## src/rtl/dchain_pkg.sv

```systemverilog
package dchain_pkg;
   localparam int BYTE_W = 8;
   localparam int LO_W = 32;
   localparam int ALIGN_LO32 = 2;
   localparam int ALIGN_LO64 = 3;

   // Clears the alignment bits that the active addressing mode ignores.
   function automatic logic [63:0] align_ptr(input logic [63:0] v, input logic m64);
      logic [63:0] r;
      r = v;
      r[ALIGN_LO32-1:0] = '0;
      if (m64) r[ALIGN_LO64-1:0] = '0;
      return r;
   endfunction
endpackage

```

## src/rtl/dchain_lane_merge.sv

```systemverilog
module dchain_lane_merge #(
   parameter int DATA_W = 64
) (
   input  logic [DATA_W-1:0]   cur,
   input  logic [DATA_W/8-1:0] be,
   input  logic [DATA_W-1:0]   wdat,
   output logic [DATA_W-1:0]   merged,
   output logic [DATA_W-1:0]   be_bits
);
   localparam int NLANE = DATA_W / dchain_pkg::BYTE_W;

   for (genvar g = 0; g < NLANE; g++) begin : g_lane
      assign merged[g*8 +: 8]  = be[g] ? wdat[g*8 +: 8] : cur[g*8 +: 8];
      assign be_bits[g*8 +: 8] = {8{be[g]}};
   end
endmodule

```

## src/rtl/dchain_step_unit.sv

```systemverilog
module dchain_step_unit #(
   parameter int DATA_W = 64,
   parameter int STEP32 = 8,
   parameter int STEP64 = 16
) (
   input  logic [DATA_W-1:0] raw,
   input  logic [DATA_W-1:0] aligned,
   input  logic              m64,
   output logic [DATA_W-1:0] next_ptr
);
   localparam int LO_W = dchain_pkg::LO_W;
   localparam int HI_W = DATA_W - LO_W;
   localparam logic [LO_W-1:0]   INC_LO = LO_W'(STEP32);
   localparam logic [DATA_W-1:0] INC_FULL = DATA_W'(STEP64);

   logic [LO_W-1:0]   lo_sum;
   logic [DATA_W-1:0] full_sum;

   assign lo_sum   = aligned[LO_W-1:0] + INC_LO;
   assign full_sum = aligned + INC_FULL;

   if (HI_W > 0) begin : g_split
      assign next_ptr = m64 ? full_sum : {raw[DATA_W-1:LO_W], lo_sum};
   end else begin : g_flat
      assign next_ptr = m64 ? full_sum : lo_sum;
   end
endmodule

```

## src/rtl/dchain_start_gen.sv

```systemverilog
module dchain_start_gen #(
   parameter int DATA_W = 64
) (
   input  logic                clk,
   input  logic                rst_n,
   input  logic                m64,
   input  logic                wr_en,
   input  logic [DATA_W/8-1:0] be,
   output logic                start
);
   localparam int LANE32 = dchain_pkg::LO_W / dchain_pkg::BYTE_W - 1;
   localparam int LANE64 = DATA_W / dchain_pkg::BYTE_W - 1;

   logic trig;
   assign trig = wr_en & (m64 ? be[LANE64] : be[LANE32]);

   always_ff @(posedge clk or negedge rst_n) begin
      if (!rst_n) start <= 1'b0;
      else        start <= trig;
   end

   // a pulse in 32-bit mode must come from a write that included lane 3
   p_start_lane32_r5: assert property (@(posedge clk) disable iff (!rst_n)
      (start && !$past(m64)) |-> $past(wr_en && be[LANE32]));
   // a pulse in 64-bit mode must come from a write that included the top lane
   p_start_lane64_r6: assert property (@(posedge clk) disable iff (!rst_n)
      (start && $past(m64)) |-> $past(wr_en && be[LANE64]));
endmodule

```

## src/rtl/dchain_ptr_reg.sv

```systemverilog
module dchain_ptr_reg #(
   parameter int DATA_W = 64,
   parameter int STEP32 = 8,
   parameter int STEP64 = 16
) (
   input  logic                clk,
   input  logic                rst_n,
   input  logic                mode64,
   input  logic                wr_en,
   input  logic [DATA_W/8-1:0] wr_be,
   input  logic [DATA_W-1:0]   wr_data,
   input  logic                fetch_adv,
   output logic [DATA_W-1:0]   ptr,
   output logic                start,
   output logic [DATA_W-1:0]   rd_data
);
   localparam int LO_W = dchain_pkg::LO_W;

   if (DATA_W != 64) begin : g_bad_width
      $error("dchain_ptr_reg: DATA_W must be 64");
   end
   if (STEP32 <= 0 || (STEP32 % 4) != 0) begin : g_bad_step32
      $error("dchain_ptr_reg: STEP32 must be a positive multiple of 4");
   end
   if (STEP64 <= 0 || (STEP64 % 8) != 0) begin : g_bad_step64
      $error("dchain_ptr_reg: STEP64 must be a positive multiple of 8");
   end

   logic [DATA_W-1:0] raw_q;
   logic [DATA_W-1:0] merged;
   logic [DATA_W-1:0] be_bits;
   logic [DATA_W-1:0] adv_val;

   dchain_lane_merge #(.DATA_W(DATA_W)) u_merge (
      .cur(raw_q), .be(wr_be), .wdat(wr_data), .merged(merged), .be_bits(be_bits)
   );

   dchain_step_unit #(.DATA_W(DATA_W), .STEP32(STEP32), .STEP64(STEP64)) u_step (
      .raw(raw_q), .aligned(rd_data), .m64(mode64), .next_ptr(adv_val)
   );

   dchain_start_gen #(.DATA_W(DATA_W)) u_start (
      .clk(clk), .rst_n(rst_n), .m64(mode64), .wr_en(wr_en), .be(wr_be), .start(start)
   );

   // Bus write outranks the fetch advance.
   always_ff @(posedge clk or negedge rst_n) begin
      if (!rst_n)         raw_q <= '0;
      else if (wr_en)     raw_q <= merged;
      else if (fetch_adv) raw_q <= adv_val;
   end

   assign rd_data = dchain_pkg::align_ptr(raw_q, mode64);
   assign ptr     = mode64 ? rd_data : {{(DATA_W-LO_W){1'b0}}, rd_data[LO_W-1:0]};

   // lanes without an enable keep their stored bytes across a write
   p_keep_lanes_r2: assert property (@(posedge clk) disable iff (!rst_n)
      wr_en |=> ((raw_q ^ $past(raw_q)) & ~$past(be_bits)) == '0);
   // a 32-bit advance leaves the upper stored word alone
   p_upper_kept_r8: assert property (@(posedge clk) disable iff (!rst_n)
      (fetch_adv && !wr_en && !mode64) |=> raw_q[DATA_W-1:LO_W] == $past(raw_q[DATA_W-1:LO_W]));
   // a 64-bit advance moves the aligned pointer by one entry
   p_step64_r9: assert property (@(posedge clk) disable iff (!rst_n)
      (fetch_adv && !wr_en && mode64) |=> raw_q == $past(rd_data) + DATA_W'(STEP64));
   // on collision the enabled lanes take the written data
   p_write_wins_r10: assert property (@(posedge clk) disable iff (!rst_n)
      (wr_en && fetch_adv) |=> ((raw_q ^ $past(wr_data)) & $past(be_bits)) == '0);
endmodule

```

## config.mk

```make
export PLATFORM = sky130hd
export DESIGN_NAME = dchain_ptr_reg
export DESIGN_NICKNAME = d
export VERILOG_FILES = /design/src/rtl/dchain_pkg.sv /design/src/rtl/dchain_lane_merge.sv /design/src/rtl/dchain_step_unit.sv /design/src/rtl/dchain_start_gen.sv /design/src/rtl/dchain_ptr_reg.sv
export SDC_FILE = /design/constraint.sdc
export NUM_CORES = 1
export LEC_CHECK = 0
export ABC_AREA = 1
export BUFFER_PORTS_ARGS = -buffer_cell sky130_fd_sc_hd__buf_2
export CORE_MARGIN = 2
export CORE_UTILIZATION = 35
export CTS_CLUSTER_SIZE = 12
export DETAILED_ROUTE_END_ITERATION = 7
export MAX_ROUTING_LAYER = met4
export PLACE_DENSITY = 0.64
export REMOVE_ABC_BUFFERS = 1
export SYNTH_ARGS = -nofsm -noshare
export SYNTH_HDL_FRONTEND = slang
export SYNTH_HIERARCHICAL = 1
export SYNTH_SLANG_ARGS = --single-unit
```

## constraint.sdc

```tcl
create_clock -name clk -period 2.9 [get_ports clk]
set_input_delay 0.29 -clock clk [delete_from_list [all_inputs] [get_ports clk]]
set_output_delay 0.29 -clock clk [all_outputs]
set_load 0.03 [all_outputs]
```

-- Yosys cells after proc, flatten, opt, wreduce, memory -nomap -nowiden
Index checks and enable logic that the tools add are counted.
- add/sub/neg operators: 2
- equality and inequality tests: 8
- mux-type cells: 14
- bitwise gates (word level): 1
- reductions and logical operators: 10
- operator list (operator ; count):
    $mux W64 ; 4
    $add A64 B5 Y64 const B ; 1
    $mux W8 ; 8
    $add A32 B4 Y32 const B ; 1
    $ne A2 B1 Y1 const B ; 8
    $reduce_and A3 Y1 ; 4
    $reduce_and A2 Y1 ; 4
    $reduce_bool A2 Y1 ; 2
    $mux W3 ; 1
    $and A1 B1 Y1 ; 1
    $mux W1 ; 1
- register bits after elaboration: 65
- output and inout bits: 129
- word-level logic and storage cells: 44

-- Longest topological paths before layout
Gate-level depths: netlist of run 1.
- depth in word-level cells: 5
- gate-level depth with buffers: 13
- depth with buffers taken out: 13

-- Modules after synthesis
The synthesis of run 1 kept the hierarchy.
- by module, submodules not included (module ; instances ; cells each ; area an instance (µm²) ; sequential area each (µm²)):
    dchain_ptr_reg ; 1 ; 514 ; 3933.8 ; 1601.5
    dchain_step_unit ; 1 ; 563 ; 2551.2 ; 0.0
    dchain_lane_merge ; 1 ; 272 ; 1321.3 ; 0.0
    dchain_start_gen ; 1 ; 6 ; 46.3 ; 25.0

-- Worst setup path after synthesis of run 1
OpenSTA, ideal clock, no wires.
- kind: register to register
- start: reg raw_q[5]
- end: reg raw_q[60]
- setup time: 0.124 ns
- arrival: 1.534 ns
- required time: 2.776 ns
- setup slack: 1.242 ns
- stages on the path, launching flop included: 13
- period minus slack after synthesis: 1.658 ns
- cells stage by stage: dfrtp_1 ha_1 inv_1 nor2_4 nand2_2 nor2_4 nand2_4 nor2_1 nand2_1 nand3_1 nand2_1 nand3_1 nand3_1
- word-level cells in the longest chain between the ends: 4
- ends and longest elaborated chain (what ; line ; RTL):
    start, declared ; dchain_ptr_reg.sv:29 ; logic [DATA_W-1:0] raw_q;
    start signal, assigned ; dchain_ptr_reg.sv:49 ; else if (wr_en) raw_q <= merged;
    start signal, assigned ; dchain_ptr_reg.sv:50 ; else if (fetch_adv) raw_q <= adv_val;
    $add A64 B5 Y64 ; dchain_step_unit.sv:20 ; assign full_sum = aligned + INC_FULL;
    $mux W64 ; dchain_step_unit.sv:23 ; assign next_ptr = m64 ? full_sum : {raw[DATA_W-1:LO_W], lo_sum};
    named net adv_val[60] ; dchain_ptr_reg.sv:32 ; logic [DATA_W-1:0] adv_val;
    $mux W64 ; dchain_ptr_reg.sv:50 ;
    $mux W64 ; dchain_ptr_reg.sv:49 ;
The timed path passes the listed nets, and every way through them passes these cells. The select of a mux whose other input is x is not followed.
A chain may end at the register's enable or synchronous reset.

-- Final worst setup path of run 1
- start: reg raw_q[5]
- end: reg raw_q[54]
The elaborated chain is that of the path after synthesis.

==> flow_summary.json, run 1 <==
{
  "status": "complete, no violations",
  "yosysWarnings": 6,
  "antenna_found_initial": 0,
  "r2r_end": "raw_q[54]",
  "max_slew_margin": 0.337,
  "cellPowerDensity_nw_per_um2": 488,
  "die_w_um": 148,
  "vias_per_cell": 4.68,
  "cts_buffer_depth": 2,
  "crit_buf_inv": 1,
  "areaGrowthSynthToFinish_pct": 8.97,
  "path_cells": "ha_1 -> inv_1 -> nor2_4 -> nand3_1 -> nor2_1 -> nand3_1 -> nand2_1 -> nand3_1 -> nand2_1 -> nand3_1 -> nand3_1",
  "layout.nets": 1430,
  "overflow": 0,
  "clock_skew_ns": 0.00492,
  "initial_core_util": 0.357,
  "hold_buffers": 0,
  "cts_tree": "built",
  "rows": 52,
  "worst_ep_arrival_time_ns": 2.37,
  "cp_max_fo": 8,
  "place_ws_ns": 0.807,
  "syn_area_per_cell_um2": 5.69,
  "setup_viol_count_final": 0,
  "hold_viol": 0,
  "cts_resized": 0,
  "ioPinCount": 206,
  "numClockSinks": 63,
  "cpLargestDelayFamily": "simple AND/OR/NAND/NOR gates",
  "endpoint": "raw_q[54]",
  "crit_cells": 11,
  "maxCapViolCount": 0,
  "ant_nets": 0,
  "grt_pass1_vias": 6705,
  "crit_type": "reg -> reg",
  "core-area_um2": 20300,
  "hold_class": "in -> async",
  "numCtsBuffers": 9,
  "design_area_um2": 7900,
  "post_cts_buffers": 0,
  "synthCells": 1273,
  "critPathLaunch": "raw_q[5]",
  "p_leak_nw": 4.36,
  "r2r_start": "raw_q[5]",
  "cpPeakStageDelay_ns": 0.48,
  "routedWlPerCell_um": 13.8,
  "grt_max_degree": 68,
  "setup_slack_ns": 0.803,
  "htreeDepth": 3,
  "route.detailed.drc": 0,
  "end_kind": "register",
  "wirelength_um": 22400,
  "firstDrtPassIters": 5,
  "clock_latency_ns": 0.34,
  "finalWeightedCongestion": 0.916,
  "rsz0062_at_grt": "false",
  "root_buffer": "clkbuf_16",
  "post-dp-hpwl_um": 17300,
  "min_period_ns": 2.10,
  "dr.first_iter.drc_count": 541,
  "crit_slowest_cell": "dfrtp_1",
  "finalCritPeriodShare": 0.723,
  "r2r_slack_ns": 0.80,
  "setup_tns_ns": 0,
  "synth_area_um2": 7250,
  "vias": 7597,
  "grt_usage": 0.212,
  "required_ns": 3.18,
  "cts.clk_slew.worst_paths_ns": 0.06,
  "max_freq_mhz": 477,
  "slew_viol_final": 0,
  "worst-r2r-cell-count": 11,
  "mostFrequentLayoutCells": "nand2_1, buf_2, nand3_1",
  "layout_commonest_cell": "nand2_1",
  "crit_top_cell": "nand3_1",
  "dieArea_um2": 21900,
  "port_buffers": 199,
  "drive_gt1_frac": 0.188,
  "place_area_um2": 7570,
  "fp.dieH_um": 148,
  "irDropWorstVdd_uv": 224,
  "tightest_slew_ns": 0.993,
  "startpoint_type": "register",
  "antenna_cells": 0,
  "grt_pass1_wl_um": 36400
}
metrics by stage:
stage                     hold WS [ns]  total power, mW  utilization  instances
after detailed placement         0.496             2.67        0.373       1610
after global placement           0.494             2.65        0.373       1610
after CTS                        0.155             3.90        0.389       1625
after floorplan               -0.00559             2.14            -       1135
after global routing             0.213             4.11        0.389       1625
final                            0.131             3.86        0.389       1625
cell type report:
| class | instances | area, um^2 |
|---|---|---|
| clock buffer | 12 | 267 |
| clock inverter | 3 | 65.1 |
| fill | 2323 | 12400 |
| inverter | 101 | 379 |
| multi-input combinational | 971 | 4230 |
| sequential | 63 | 1580 |
| tap | 270 | 338 |
| timing repair buffer | 205 | 1040 |
metal layers:
| metal | wire length, um | track usage | up-vias |
|---|---|---|---|
| met5 | 0 | - | - |
| met4 | 235 | 0.0519 | 0 |
| met2 | 9860 | 0.320 | 198 |
| li1 | - | - | 3987 |
| met1 | 11400 | 0.305 | 3398 |
| met3 | 914 | 0.0204 | 14 |
worst min path at each step:
stage	end	cells past startpoint	slack, ns	startpoint
3_3_place_gp	raw_q[2]	2	0.49	raw_q[2]
6_report	raw_q[7]	2	0.13	rst_n
4_1_cts	raw_q[2]	2	0.15	rst_n
5_1_grt	raw_q[6]	2	0.21	rst_n
3_5_place_dp	raw_q[2]	2	0.50	raw_q[2]
2_1_floorplan	raw_q[10]	0	-0.006	rst_n
where the power goes:
part	internal (mW)	total, mW	leakage (nW)	switching, mW
registers	0.996	1.28	0.799	0.286
clock network	0.816	1.22	0.165	0.399
logic	0.424	1.36	3.40	0.939
flip-flops by register name, indices dropped and copies added, names as in the netlist:
register / flops
raw_q: 62
u_start/start: 1
(Power assumes the default switching activity.)
==> run 2, diff against run 1 <==
PLACE_DENSITY = 0.66   (was 0.64)
clock period = 1.75 ns   (was 2.9 ns; I/O delays follow)
==> run 2 against run 1 <==
Against the previous run:
- the flow now finishes with violations (setup timing)
- sequential power grew 48%
- sequential cell count is the same
- core utilization rose by 8.6 points
- global-route usage rose by 1.8 points
- first-iteration DRC count is 15% lower
- final area is 22% higher
- clock power up 57%
- hold slack improved by 0.0022 ns
- total power is 78% higher
- fmax grew 14%
- cell count is 8.8% higher
- critical path type unchanged
- critical endpoint is now raw_q[60]
==> flow_summary.json, run 2 (synthesized netlist as in run 1, its figures left out) <==
{
  "cts_tree": "built",
  "dr.first_iter.drc_count": 460,
  "clock_latency_ns": 0.35,
  "numClockSinks": 63,
  "cp_max_fo": 5,
  "core-area_um2": 20300,
  "setup_slack_ns": -0.0975,
  "mostFrequentLayoutCells": "nand2_1, buf_2, nand3_1",
  "numCtsBuffers": 9,
  "r2r_start": "raw_q[4]",
  "initial_core_util": 0.357,
  "layout_commonest_cell": "nand2_1",
  "routedWlPerCell_um": 13.9,
  "vias": 8215,
  "path_cells": "ha_2 -> inv_2 -> nor2_4 -> nand2_2 -> nor2_4 -> buf_12 -> nand2_8 -> nor2_4 -> nand2_1 -> nand3_1 -> nand2_1 -> nand3_1 -> nand3_1",
  "dieArea_um2": 21900,
  "wl_met2_um": 11200,
  "drt-met1-wl_um": 12000,
  "largest_register_ffs": 62,
  "slew_viol_final": 0,
  "cpLargestDelayFamily": "simple AND/OR/NAND/NOR gates",
  "wl_met3_um": 1110,
  "fp.dieH_um": 148,
  "finalCoreUtilization": 0.475,
  "finalWeightedCongestion": 0.903,
  "max_freq_mhz": 541,
  "wirelength_um": 24600,
  "setup_viol_count_final": 21,
  "ioPinCount": 206,
  "place_area_um2": 8530,
  "route.detailed.drc": 0,
  "finalCritPeriodShare": 1.06,
  "grt_pass1_vias": 7418,
  "top_layer": "met4",
  "multi_input_area_um2": 4840,
  "grt_max_degree": 64,
  "top_regs": "raw_q (62), u_start/start (1)",
  "design_area_um2": 9650,
  "grt_pass1_wl_um": 39100,
  "fillers": 2191,
  "irDropWorstVdd_uv": 378,
  "cts.clk_slew.worst_paths_ns": 0.06,
  "die_w_um": 148,
  "rows": 52,
  "worst_hold_slack_ns": 0.133,
  "crit_slowest_cell": "dfrtp_1",
  "hold_class": "in -> reg",
  "crit_type": "reg -> reg",
  "root_buffer": "clkbuf_16",
  "rsz0062_at_grt": "true",
  "grt_usage": 0.230,
  "worst_ep_arrival_time_ns": 2.08,
  "clock_skew_ns": 0.00885,
  "startpoint_type": "register",
  "status": "finished, violations left",
  "top_register": "raw_q",
  "regArea_um2": 1590,
  "antenna_cells": 0,
  "post-dp-hpwl_um": 18800,
  "areaGrowthSynthToFinish_pct": 33.1,
  "antenna_found_initial": 0,
  "p_leak_nw": 5.27,
  "cellPowerDensity_nw_per_um2": 712,
  "end_kind": "register",
  "violations": "setup timing",
  "cts_buffer_depth": 2,
  "vias_per_cell": 4.65,
  "firstDrtPassIters": 5,
  "drive_gt1_frac": 0.356,
  "overflow": 0,
  "port_buffers": 199,
  "required_ns": 1.98,
  "cpPeakStageDelay_ns": 0.38,
  "hold_viol": 0,
  "min_from": "wr_data[5]",
  "setup_tns_ns": -0.651,
  "htreeDepth": 3,
  "crit_buf_inv": 2,
  "min_period_ns": 1.85,
  "place_ws_ns": -0.0682,
  "ant_nets": 0,
  "critPathLaunch": "raw_q[4]",
  "layout.nets": 1572,
  "maxCapViolCount": 0
}
run 2: changes by cell type in the layout (fill, tap and decap cells not counted), sizes merged:
cell         previous run  this run
buf                   205       346
bufinv                  2         1
clkbuf                 12        13
clkinv                  2         3
dlygate4sd3             0         1
run 2: timing repair:
action / in CTS / in global routing
pin swaps: 5 / 73
gates cloned: 0 / 0
buffers inserted: 4 / 15
endpoints found under the setup margin: 29 / 55
hold buffers: 1 / 0
hold endpoints to repair: 63 / 0
gates resized for setup: 20 / 171
run 2: power by group:
| part | switching, mW | total (mW) | internal [mW] |
|---|---|---|---|
| registers | 0.233 | 1.89 | 1.66 |
| clock network | 0.703 | 1.92 | 1.21 |
| logic | 1.98 | 3.06 | 1.09 |
run 2: cell type report:
cell class | instances | area share
multi-input combinational | 971 | 0.502
timing repair buffer | 347 | 0.227
sequential | 63 | 0.164
inverter | 101 | 0.0401
tap | 270 | 0.0350
clock buffer | 13 | 0.0280
clock inverter | 3 | 0.00415
run 2: path summary, 6_finish.rpt:
kind	to	slack [ns]	depth (start not counted)
max reg2reg	raw_q[60]	-0.1	13
min in group asynchronous	raw_q[9]	0.38	3
max in group asynchronous	raw_q[58]	1.04	3
min	raw_q[5]	0.13	5
max	raw_q[60]	-0.1	13
min reg2reg	raw_q[2]	0.52	2
run 2: routing by layer:
layer  global-route usage  vias to the layer above
met1                0.325                     3715
met2                0.358                      211
li1                     -                     4277
met3               0.0204                       12
met5                    -                        -
met4               0.0538                        0
run 2: stage by stage:
step                      instances  power (mW)
final                          1768        6.87
after global routing           1768        7.28
after CTS                      1753        6.75
after detailed placement       1732        4.80
after global placement         1732        4.76
after floorplan                1135        3.55
run 2: worst reg2reg max path, cell delays in order, from the launching register on:
cell     delay, ns
dfrtp_1       0.38
ha_2          0.19
inv_2         0.05
nor2_4        0.20
nand2_2       0.11
nor2_4        0.14
buf_12        0.14
nand2_8       0.06
nor2_4        0.10
nand2_1       0.06
nand3_1       0.09
nand2_1       0.06
nand3_1       0.08
nand3_1       0.08
==> run 3, diff against run 2 <==
CTS_CLUSTER_DIAMETER = 150   (was not set)
PLACE_DENSITY = not set   (was 0.66)
==> run 3 against run 2 <==
Against the previous run:
- non-clock buffer count is 8 higher
- the run still ends with setup timing left
- fmax is 1.4% higher
- first-iteration DRC count is 27% higher
- wire length is 3.1% higher
- final area is 0.26% higher
- clock skew is 0.0020 ns lower
- count of clock-buffer cells in the layout is 3 lower
- sequential power hardly changed
- global-route usage is 0.59 points higher
- core utilization is 0.12 points higher
- worst setup slack better by 0.025 ns
- total power is 1.5% higher
==> flow_summary.json, run 3 (synthesized netlist as in run 1, its figures left out) <==
{
  "violations": "setup timing",
  "core-area_um2": 20300,
  "fillers": 2175,
  "largest_register_ffs": 62,
  "crit_top_cell": "nand3_1",
  "wirelength_um": 25300,
  "port_buffers": 199,
  "worst-r2r-cell-count": 12,
  "clock_skew_ns": 0.00690,
  "power_mw": 6.97,
  "cp_max_fo": 5,
  "mostFrequentLayoutCells": "nand2_1, buf_2, nand3_1",
  "finalWeightedCongestion": 0.909,
  "p_sw_frac": 0.425,
  "crit_slowest_cell": "dfrtp_1",
  "numClockSinks": 63,
  "cts_buffer_depth": 2,
  "hold_class": "in -> reg",
  "worst_hold_slack_ns": 0.141,
  "routedWlPerCell_um": 14.3,
  "hold_depth": 5,
  "grt_pass1_wl_um": 39900,
  "ioPinCount": 206,
  "grt_pass1_vias": 7422,
  "required_ns": 2.03,
  "crit_type": "reg -> reg",
  "p_leak_nw": 5.28,
  "setup_viol_count_final": 7,
  "end_kind": "register",
  "worst_ep_arrival_time_ns": 2.11,
  "drive_gt1_frac": 0.352,
  "seqPwrFrac": 0.273,
  "vias": 8285,
  "overflow": 0,
  "hold_viol": 0,
  "cpPeakStageDelay_ns": 0.38,
  "p_sw_mw": 2.97,
  "top_regs": "raw_q (62), u_start/start (1)",
  "layout.nets": 1580,
  "layout_commonest_cell": "nand2_1",
  "numCtsBuffers": 9,
  "setup_slack_ns": -0.0728,
  "top_register": "raw_q",
  "place_area_um2": 8650,
  "vias_per_cell": 4.66,
  "initial_core_util": 0.357,
  "ant_nets": 0,
  "clock_latency_ns": 0.35,
  "cellPowerDensity_nw_per_um2": 721,
  "final_cells": 1776,
  "route.detailed.drc": 0,
  "crit_cells": 12,
  "p_comb_frac": 0.441,
  "maxCapViolCount": 0,
  "path_cells": "ha_2 -> inv_2 -> nor2_4 -> nand2_2 -> nor2_4 -> buf_12 -> nand2_4 -> o21bai_1 -> nand3_1 -> nand2_1 -> nand3_1 -> nand3_1",
  "post-dp-hpwl_um": 19000,
  "grt_max_degree": 64,
  "firstDrtPassIters": 5,
  "max_freq_mhz": 549,
  "grt_usage": 0.236,
  "cts.clk_slew.worst_paths_ns": 0.06,
  "htreeDepth": 3,
  "areaGrowthSynthToFinish_pct": 33.4,
  "place_ws_ns": -0.0697,
  "clockPowerShare": 0.286,
  "rsz0062_at_grt": "true",
  "finalCritPeriodShare": 1.04,
  "min_period_ns": 1.82,
  "irDropWorstVdd_uv": 383,
  "startpoint_type": "register",
  "dp_cells": 1744,
  "slew_viol_final": 0,
  "rows": 52,
  "dieArea_um2": 21900,
  "die_w_um": 148,
  "p_int_mw": 4.01,
  "antenna_found_initial": 0,
  "crit_buf_inv": 2,
  "cpLargestDelayFamily": "simple AND/OR/NAND/NOR gates",
  "root_buffer": "clkbuf_16",
  "dr.first_iter.drc_count": 585,
  "cts_tree": "built",
  "status": "finished, violations left",
  "fp.dieH_um": 148,
  "antenna_cells": 0,
  "design_area_um2": 9670
}
-- run 3: cell count changes in the layout (fill, tap and decap cells not counted), moves of 3 or more --
| cell | previous run | this run |
|---|---|---|
| nor2_1 | 51 | 60 |
| nor2_2 | 41 | 32 |
| buf_4 | 136 | 141 |
| clkbuf_8 | 3 | 0 |
-- run 3: metrics by stage --
step,utilization,TNS (ns)
floorplan,-,-12.46
global placement,0.426,-0.387
detailed placement,0.426,-0.589
CTS,0.447,0
global route,0.477,-5.08
finish,0.477,-0.262
-- run 3: power by group through the flow --
stage               logic, mW  registers (mW)  clock network, mW
finish                   3.08            1.90               1.99
global route             3.37            1.93               2.08
CTS                      2.95            1.88               2.02
detailed placement       2.91            1.90                  0
global placement         2.89            1.89                  0
floorplan               0.956            2.59                  0
-- run 3: worst paths after layout --
check                       startpoint         to  slack, ns
setup / recovery              raw_q[5]  raw_q[60]      -0.07
hold / removal             wr_data[38]  raw_q[38]       0.14
setup reg to reg              raw_q[5]  raw_q[60]      -0.07
hold reg to reg               raw_q[2]   raw_q[2]       0.53
max in group asynchronous        rst_n  raw_q[41]       1.04
min in group asynchronous        rst_n   raw_q[7]       0.38
-- run 3: layer usage --
| metal | vias up | global-route usage | part of all wire |
|---|---|---|---|
| met5 | - | - | 0 |
| met4 | 0 | 0.0600 | 0.013 |
| met3 | 20 | 0.0194 | 0.045 |
| met2 | 218 | 0.354 | 0.44 |
| met1 | 3754 | 0.342 | 0.50 |
| li1 | 4293 | - | - |
-- run 3: area by class of cell --
cell class	instances	area, um^2	area share
Multi-Input combinational cell	971	4770	0.493
Timing Repair Buffer	355	2270	0.235
Sequential cell	63	1590	0.164
Inverter	101	387	0.0400
Tap cell	270	338	0.0349
Clock buffer	10	229	0.0237
Clock inverter	6	85.1	0.00880
-- run 3: what timing repair did --
| item | in CTS | in global routing |
|---|---|---|
| buffers inserted | 6 | 10 |
| hold buffers | 1 | 0 |
| gates resized for setup | 21 | 156 |
| pin swaps | 8 | 73 |
| endpoints found under the hold margin | 63 | 0 |
| setup endpoints to repair | 25 | 52 |
-- run 3: tightest hold or removal path, stage by stage --
cell and delay, ns:
buf_2 0.08, nand2_1 0.04, nand2_1 0.05, nand2_1 0.05, nand3_1 0.07
